<file path="config.mk">
export PLATFORM = sky130hd
export DESIGN_NAME = sdram_refresh_seq
export DESIGN_NICKNAME = d
export VERILOG_FILES = /design/src/rtl/sdram_refresh_pkg.sv /design/src/rtl/rfsh_interval_timer.sv /design/src/rtl/rfsh_recovery_timer.sv /design/src/rtl/selfref_fsm.sv /design/src/rtl/sdram_refresh_seq.sv
export SDC_FILE = /design/constraint.sdc
export NUM_CORES = 1
export LEC_CHECK = 0
export BUFFER_PORTS_ARGS = -buffer_cell sky130_fd_sc_hd__buf_2
export CAP_MARGIN = 5
export CORE_MARGIN = 5
export CORE_UTILIZATION = 57
export DETAILED_ROUTE_END_ITERATION = 12
export GPL_ROUTABILITY_DRIVEN = 1
export PLACE_DENSITY_LB_ADDON = 0.3
export SLEW_MARGIN = 20
export SYNTH_ARGS = -nofsm -noshare
export SYNTH_HDL_FRONTEND = slang
export SYNTH_SLANG_ARGS = --single-unit
</file>
<file path="constraint.sdc">
create_clock -name clk -period 3.15 [get_ports clk]
set_input_delay 0 -clock clk [delete_from_list [all_inputs] [get_ports clk]]
set_output_delay 0 -clock clk [all_outputs]
set_load 0.005 [all_outputs]
</file>
<file path="src/rtl/sdram_refresh_pkg.sv">
package sdram_refresh_pkg;
  localparam int RC_W  = 9;
  localparam int STEP  = 16;
  localparam int PER_W = $clog2(STEP << RC_W) + 1;
  localparam int REC_W = 4;

  typedef enum logic {ST_ACTIVE, ST_SELFREF} sr_state_e;

  // refresh interval in bus clocks: (count + 1) * STEP
  function automatic logic [PER_W-1:0] refresh_period(input logic [RC_W-1:0] cnt);
    return (PER_W'(cnt) + PER_W'(1)) * PER_W'(STEP);
  endfunction

  // clocks inserted between a refresh/exit and the next activate
  function automatic logic [REC_W-1:0] recovery_gap(input logic [1:0] code);
    case (code)
      2'b00:   return REC_W'(3);
      2'b01:   return REC_W'(6);
      default: return REC_W'(9);
    endcase
  endfunction
endpackage

</file>
<file path="src/rtl/rfsh_interval_timer.sv">
module rfsh_interval_timer
  import sdram_refresh_pkg::*;
(
  input  logic             clk,
  input  logic             rst_n,
  input  logic             en,
  input  logic             run,
  input  logic             fire,
  input  logic [PER_W-1:0] period,
  output logic             pend
);
  logic [PER_W-1:0] cnt;
  logic             expire;

  assign expire = (cnt >= period - PER_W'(1));

  always_ff @(posedge clk) begin
    if (!rst_n || !en) begin
      cnt  <= '0;
      pend <= 1'b0;
    end else if (fire) begin
      pend <= 1'b0;
      cnt  <= PER_W'(1);
    end else if (run && !pend) begin
      if (expire) begin
        pend <= 1'b1;
        cnt  <= '0;
      end else begin
        cnt <= cnt + PER_W'(1);
      end
    end
  end

  AST_PEND_HOLD: assert property (@(posedge clk) disable iff (!rst_n)
    pend && en && !fire |=> pend);
  AST_FROZEN: assert property (@(posedge clk) disable iff (!rst_n)
    en && !run && !fire |=> $stable(cnt));
  AST_OFF_CLEAR: assert property (@(posedge clk) disable iff (!rst_n)
    !en |=> !pend && cnt == '0);
endmodule

</file>
<file path="src/rtl/rfsh_recovery_timer.sv">
module rfsh_recovery_timer
  import sdram_refresh_pkg::*;
(
  input  logic             clk,
  input  logic             rst_n,
  input  logic             load,
  input  logic [REC_W-1:0] gap,
  output logic             idle
);
  logic [REC_W-1:0] left;

  always_ff @(posedge clk) begin
    if (!rst_n)            left <= '0;
    else if (load)         left <= gap + REC_W'(1);
    else if (left != '0)   left <= left - REC_W'(1);
  end

  assign idle = (left == '0);

  AST_REC_COUNTDOWN: assert property (@(posedge clk) disable iff (!rst_n)
    !idle && !load |=> left == $past(left) - REC_W'(1));
endmodule

</file>
<file path="src/rtl/selfref_fsm.sv">
module selfref_fsm
  import sdram_refresh_pkg::*;
(
  input  logic clk,
  input  logic rst_n,
  input  logic req,
  input  logic cke_cmd,
  input  logic gnt,
  input  logic pend,
  input  logic rec_idle,
  output logic in_self,
  output logic enter_go,
  output logic exit_go,
  output logic entry_q,
  output logic exit_q,
  output logic cke_q
);
  sr_state_e st;

  assign in_self  = (st == ST_SELFREF);
  assign enter_go = !in_self && req && !cke_cmd && gnt && !pend && rec_idle;
  assign exit_go  = in_self && !req;

  always_ff @(posedge clk) begin
    if (!rst_n) begin
      st      <= ST_ACTIVE;
      entry_q <= 1'b0;
      exit_q  <= 1'b0;
      cke_q   <= 1'b1;
    end else begin
      entry_q <= enter_go;
      exit_q  <= exit_go;
      if (enter_go) begin
        st    <= ST_SELFREF;
        cke_q <= 1'b0;
      end else if (exit_go) begin
        st    <= ST_ACTIVE;
        cke_q <= 1'b1;
      end
    end
  end

  AST_CKE_LOW_IN_SELF: assert property (@(posedge clk) disable iff (!rst_n)
    in_self |-> !cke_q);
  AST_EXIT_NEXT: assert property (@(posedge clk) disable iff (!rst_n)
    in_self && !req |=> !in_self && exit_q);
endmodule

</file>
<file path="src/rtl/sdram_refresh_seq.sv">
module sdram_refresh_seq
  import sdram_refresh_pkg::*;
(
  input  logic            clk,
  input  logic            rst_n,
  input  logic            rfsh_en,
  input  logic [RC_W-1:0] rfsh_count,
  input  logic [1:0]      rcv_code,
  input  logic            selfref_req,
  input  logic            cke_is_cmd,
  input  logic            bus_idle,
  output logic            rfsh_req,
  output logic            ref_cmd,
  output logic            self_entry,
  output logic            self_exit,
  output logic            cke_out,
  output logic            act_allow
);
  logic [PER_W-1:0] period;
  logic [REC_W-1:0] gap;
  logic             pend, rec_idle, in_self;
  logic             ref_go, enter_go, exit_go;

  assign period = refresh_period(rfsh_count);
  assign gap    = recovery_gap(rcv_code);
  assign ref_go = pend && bus_idle && !in_self && rec_idle;

  rfsh_interval_timer u_timer (
    .clk(clk), .rst_n(rst_n), .en(rfsh_en), .run(!in_self),
    .fire(ref_go), .period(period), .pend(pend)
  );

  rfsh_recovery_timer u_rec (
    .clk(clk), .rst_n(rst_n), .load(ref_go || exit_go),
    .gap(gap), .idle(rec_idle)
  );

  selfref_fsm u_fsm (
    .clk(clk), .rst_n(rst_n), .req(selfref_req), .cke_cmd(cke_is_cmd),
    .gnt(bus_idle), .pend(pend), .rec_idle(rec_idle), .in_self(in_self),
    .enter_go(enter_go), .exit_go(exit_go), .entry_q(self_entry),
    .exit_q(self_exit), .cke_q(cke_out)
  );

  always_ff @(posedge clk) begin
    if (!rst_n) ref_cmd <= 1'b0;
    else        ref_cmd <= ref_go;
  end

  assign rfsh_req  = pend;
  assign act_allow = rec_idle && !in_self;

  AST_ONE_STROBE: assert property (@(posedge clk) disable iff (!rst_n)
    $onehot0({ref_cmd, self_entry, self_exit}));
  AST_REF_GRANTED: assert property (@(posedge clk) disable iff (!rst_n)
    ref_cmd |-> $past(bus_idle));
  AST_REF_BLOCKS_ACT: assert property (@(posedge clk) disable iff (!rst_n)
    ref_cmd |-> !act_allow && !rfsh_req);
  AST_ENTRY_CKE: assert property (@(posedge clk) disable iff (!rst_n)
    self_entry |-> !cke_out);
  AST_EXIT_CKE: assert property (@(posedge clk) disable iff (!rst_n)
    self_exit |-> cke_out && !act_allow);
  AST_NO_SELF_CMDMODE: assert property (@(posedge clk) disable iff (!rst_n)
    self_entry |-> !$past(cke_is_cmd));
  AST_NO_REF_IN_SELF: assert property (@(posedge clk) disable iff (!rst_n)
    !cke_out && !self_exit |-> !ref_cmd);
endmodule

</file>
=== Word level (Yosys, flattened, before mapping) ===
Cells that the tools add are included.

* Bits in registers: 24
* Input bits: 17
* Output and inout port bits: 6
* Word-level logic and storage cells: 53

* Add/subtract/negate cells: 5
* $lt $le $gt $ge: 1
* Equal/unequal tests: 1
* Mux-type cells: 10
* Reduce and logical (&&, ||, !) cells: 27

{| class="wikitable"
|+ Operator list
! cell !! number
|-
| adder 14 x 1 -> 14 bit, second input constant || 1
|-
| greater-or-equal comparator 14 bit || 1
|-
| 2-to-1 mux 14 bit || 1
|-
| subtractor 14 x 1 -> 14 bit, second input constant || 1
|-
| logical AND 1 bit || 11
|-
| adder 9 x 1 -> 10 bit, second input constant || 1
|-
| 2-to-1 mux 4 bit || 2
|-
| case mux 4 bit (2 select lines) || 1
|-
| zero test 1 bit || 6
|-
| 2-to-1 mux 1 bit || 6
|-
| nonzero test 2 bit || 3
|-
| adder 4 x 1 -> 4 bit, second input constant || 1
|-
| zero test 4 bit || 1
|-
| nonzero test 4 bit || 1
|-
| subtractor 4 x 1 -> 4 bit, second input constant || 1
|-
| equality test 2 x 1 -> 1 bit, second input constant || 1
|-
| zero test 2 bit || 1
|-
| logical OR 1 bit || 2
|-
| AND reduction 2 bit || 1
|-
| OR reduction 2 bit || 1
|}

=== Longest topological paths before layout ===
* Depth after elaboration: 7
* Mapped depth: 12
* Gate-level depth less buffers: 12

=== By module ===
A second synthesis with hierarchy kept.

* Cell total of the unflattened synthesis: 223
* Area total of the unflattened synthesis: 1,891.8 um^2

{| class="wikitable"
|+ Modules (own cells, without submodules)
! module !! times used !! cells each !! area an instance (um^2) !! seq. area each (um^2)
|-
| rfsh_interval_timer || 1 || 147 || 1,239.9 || 300.3
|-
| rfsh_recovery_timer || 1 || 29 || 275.3 || 80.1
|-
| sdram_refresh_seq || 1 || 34 || 221.5 || 20.0
|-
| selfref_fsm || 1 || 13 || 155.1 || 80.1
|}

=== Worst setup path after synthesis ===
Ideal clock, no wire load.

* Kind: input to register
* From: in rfsh_count[0]
* To: reg u_timer.cnt[10]
* Library setup time: 145 ps
* Arrival time: 2,508 ps
* Required time: 3,005 ps
* Path slack: 497 ps
* Cell stages on the path: 12
* Buffers on the path: 0
* Cell sequence: ha_1 and3_1 nand4_1 a22oi_1 mux2i_1 xnor2_1 ha_1 nand4_1 nor3_1 a22oi_2 a21oi_1 nor3_1

* Word-level cells in the longest chain between the ends: 4

{| class="wikitable"
|+ RTL lines
! element !! line !! RTL
|-
| start, declared || sdram_refresh_seq.sv:7 || <nowiki>input logic [RC_W-1:0] rfsh_count,</nowiki>
|-
| adder 9 x 1 -> 10 bit || sdram_refresh_pkg.sv:11 || <nowiki>return (PER_W'(cnt) + PER_W'(1)) * PER_W'(STEP);</nowiki>
|-
| subtractor 14 x 1 -> 14 bit || rfsh_interval_timer.sv:15 || <nowiki>assign expire = (cnt >= period - PER_W'(1));</nowiki>
|-
| greater-or-equal comparator 14 bit || rfsh_interval_timer.sv:15 ||
|-
| 2-to-1 mux 14 bit || rfsh_interval_timer.sv:25 || <nowiki>if (expire) begin</nowiki>
|-
| end signal, assigned || rfsh_interval_timer.sv:29 || <nowiki>cnt <= cnt + PER_W'(1);</nowiki>
|-
| end, declared || rfsh_interval_timer.sv:12 || <nowiki>logic [PER_W-1:0] cnt;</nowiki>
|}

No other way between the ends.
A chain may end at the register's enable or synchronous reset.

=== Final worst setup path ===
* From: in rfsh_count[1]
* To: reg u_timer.cnt[8]

The elaborated chain is that of the path after synthesis.

==> metrics.md <==
| Metric | Value |
|---|---|
| Synthesized-area fraction occupied by and/or/nand/nor cells | `31.5%` |
| Fin crit share | `87.1%` |
| Clock share of power | `26.6%` |
| HPWL Detailed | `2710 um` |
| GRT Residual Overflow | `0` |
| XOR/XNOR share of the synthesized area | `12.9%` |
| Syn-to-layout area delta | `13.3%` |
| Critical Path AT | `2980 ps` |
| Async set or reset register ratio after synthesis | `0%` |
| GR met1 Demand/Resource | `22.9%` |
| Comb pwr share | `31.6%` |
| Most Crowded Layer GR | `met2` |
| Layout fillers | `275` |
| Clk_skew | `9.86 ps` |
| Register share of total power | `41.8%` |
| Row count | `20` |
| Psw | `0.257 mW` |
| Worst-path fanout max | `10` |
| WL final | `3550 um` |
| Core box area | `0.00300 mm^2` |
| Syn Area/Cell | `8.24 um^2` |
| Mux cell area share after synthesis | `2.27%` |
| Cell-internal power | `0.579 mW` |
| DRC Markers | `0` |
| Initial core utilization | `58.8%` |
| DR iter-0 viols | `60` |
| TritonCTS clock tree | `done` |
| Diodes inserted | `0` |
| Clk pin slew, worst setup/hold paths | `140 ps` |
| Status | `finished clean` |
| Lkg Pwr | `0.848 nW` |
| Unique cell type count in the Yosys netlist | `42` |
| First-pass detailed-route iteration total | `4` |
| Met2 Use GR | `31.9%` |
| Clock root cell | `clkbuf_4` |
| Share of cells above drive strength 1 | `15.0%` |
| Compound-Gate Fraction of Synth Area | `11.5%` |
| Yosys reg bits | `24` |
| Synthesized area | `0.00176 mm^2` |
| HP Class | `input port to flop` |
| Area of the multi-input gates | `0.00121 mm^2` |
| All-Layer GR Usage | `18.2%` |
| Cts bufs inserted | `3` |
| Nets | `273` |
| CP Class | `input port to flop` |
| Net switching fraction of the power | `30.7%` |
| Main combinational cell family by area after synthesis | `simple AND/OR/NAND/NOR gates` |
| Synth warn | `0` |
| Fin. Hold Viols | `0` |
| Slowest cell on crit path | `nor3_2` |
| Number of global-route vias before repair | `1424` |
| Met3 usage | `3.76%` |
| CP required | `3380 ps` |
| Max stage delay on crit path | `380 ps` |
| Final ANT Viol Nets | `0` |
| Commonest cells after routing, fill and taps aside | `dfxtp_1, buf_2, nor3_1, nand2_1, ha_1` |
| Mapped Nets | `246` |
| Fin Hold WS | `29.0 ps` |
| Startpoint types | `input port` |
| Global-route wire length before repair | `6310 um` |
| Die Ht | `65.6 um` |
| Maximum vdd ir drop | `0.000309 V` |
| Largest net degree at the start of global routing | `15` |
| Average wire per standard cell | `13.0 um` |
| Final setup fails | `0` |
| Seq/Total Area, Yosys | `27.2%` |
| Most frequently used flop master after synthesis | `dfxtp_1` |
| Worst slew margin | `71.2%` |
| Critical-path cell list | `buf_2 > ha_1 > and3_1 > nand4_1 > a22oi_1 > mux2i_1 > xnor2_1 > ha_1 > nand4_1 > nor3_1 > nor3_2 > a21oi_1 > buf_4 > nor3_1` |
| Num ports | `23` |
| Chip width | `65.6 um` |
| Final Max Slew Viols | `0` |
| Setup_tns | `0 ps` |
| Vias per cell | `5.70` |
| RSZ-0062 raised after global routing | `false` |
| Commonest non-fill, non-tap cell in the layout | `dfxtp_1` |
| RD Place Congestion | `0.800` |
| Clock latency on the worst-skew pair | `320 ps` |
| Via count | `1556` |
| Mapped Cells | `214` |
| Htree depth | `1` |
| MaxCap Viol Count | `0` |
| EDFF count, synth | `0` |
| Die Area | `0.00431 mm^2` |
| CTS sink count | `24` |
| # port buffers | `22` |
| Crit end category | `flop` |
| Slew @ Worst Pin | `430 ps` |
| Post-synthesis adder-cell area fraction | `10.6%` |
| Post-CTS Repair Setup Buffers | `0` |
| Max clock buf depth | `2` |
| Initial antenna violation count | `0` |
| Final min period | `2740 ps` |
| Max Freq | `364 MHz` |
| Power per cell area | `418 mW/mm^2` |
| Reg area | `480 um^2` |
[critical path: cells and delay by family]
| family | cells | cell delay [ps] |
|---|---|---|
| buffers and inverters | 2 | 360 |
| adders and majority gates | 2 | 550 |
| AOI/OAI and AO/OA | 2 | 440 |
| muxes | 1 | 260 |
| and+or+nand+nor | 6 | 1230 |
| xor gates and xnor gates | 1 | 140 |
[cell type report]
type	instances	area share [%]
sequential	24	24.0
timing repair buffer	31	9.77
clock inverter	1	1.50
multi-input combinational	177	60.7
clock buffer	3	1.13
inverter	4	0.751
tap	33	2.07
[power by group through the flow]
stage / combinational (mW) / clock (mW) / sequential, mW
3_5_place_dp: 0.258 / 0 / 0.357
2_1_floorplan: 0.224 / 0 / 0.350
3_3_place_gp: 0.255 / 0 / 0.356
4_1_cts: 0.266 / 0.227 / 0.350
6_report: 0.264 / 0.222 / 0.349
5_1_grt: 0.309 / 0.240 / 0.354
[path summary, 6_finish.rpt]
check | from | to | slack, ps | cells past startpoint
min | rcv_code[0] | u_rec.left[0]$_SDFFE_PN0P_ | 30 | 3
max reg2reg | u_rec.left[0]$_SDFFE_PN0P_ | u_timer.pend$_SDFFE_PP0P_ | 1030 | 6
min reg2reg | u_fsm.cke_q$_SDFFE_PN1P_ | u_fsm.cke_q$_SDFFE_PN1P_ | 510 | 2
max | rfsh_count[1] | u_timer.cnt[8]$_SDFFE_PP0P_ | 410 | 14
[cell usage after synthesis, types with 3 or more instances]
library cell | n | area share (%)
dfxtp_1 | 24 | 27
nor3_1 | 20 | 5.7
nand2_1 | 18 | 3.8
ha_1 | 15 | 11
xnor2_1 | 14 | 7.0
nor2_1 | 13 | 2.8
a21oi_1 | 12 | 3.4
xor2_1 | 12 | 6.0
nand3_1 | 11 | 3.1
nand4_1 | 9 | 3.2
and2_1 | 6 | 2.1
and3_1 | 6 | 2.1
buf_2 | 5 | 1.4
inv_1 | 4 | 0.85
mux2i_1 | 4 | 2.3
a211oi_1 | 3 | 1.3
a21o_1 | 3 | 1.3
a31oi_1 | 3 | 1.1
[what timing repair did]
action | in CTS | in global routing
resized for setup | 0 | 0
hold buffers | 7 | 0
hold endpoints to repair | 7 | 0
[logic make-up (layout without fill, tap and decap cells)]
family,after synthesis,in the layout
compound gates,31,31
xor+xnor,26,26
fa+ha+maj,15,15
buf+inv,13,39
flops,24,24
mux,4,4
simple gates,101,101
[metal layers]
metal	up-vias	part of all wire (%)	routed length (um)
li1	821	-	-
met1	698	47	1670
met2	35	47	1680
met3	2	5.2	185
met4	0	0.42	15
met5	-	0	0
[flip-flops by register name, indices dropped and copies added (netlist names)]
register and count:
ref_cmd 1, u_fsm.cke_q 1, u_fsm.entry_q 1, u_fsm.exit_q 1, u_fsm.in_self 1, u_rec.left 4, u_timer.cnt 14, u_timer.pend 1
[metrics by stage]
stage	utilization (%)	instance area [um^2]	total power [mW]	setup WS [ps]	std cells
floorplan	-	1760	0.574	497	214
global placement	62.5	1880	0.610	238	262
detailed placement	62.5	1880	0.614	71.8	262
CTS	66.5	2000	0.843	408	273
global route	66.5	2000	0.904	170	273
finish	66.5	2000	0.836	406	273
No activity file was read; power rests on OpenSTA's default activity.
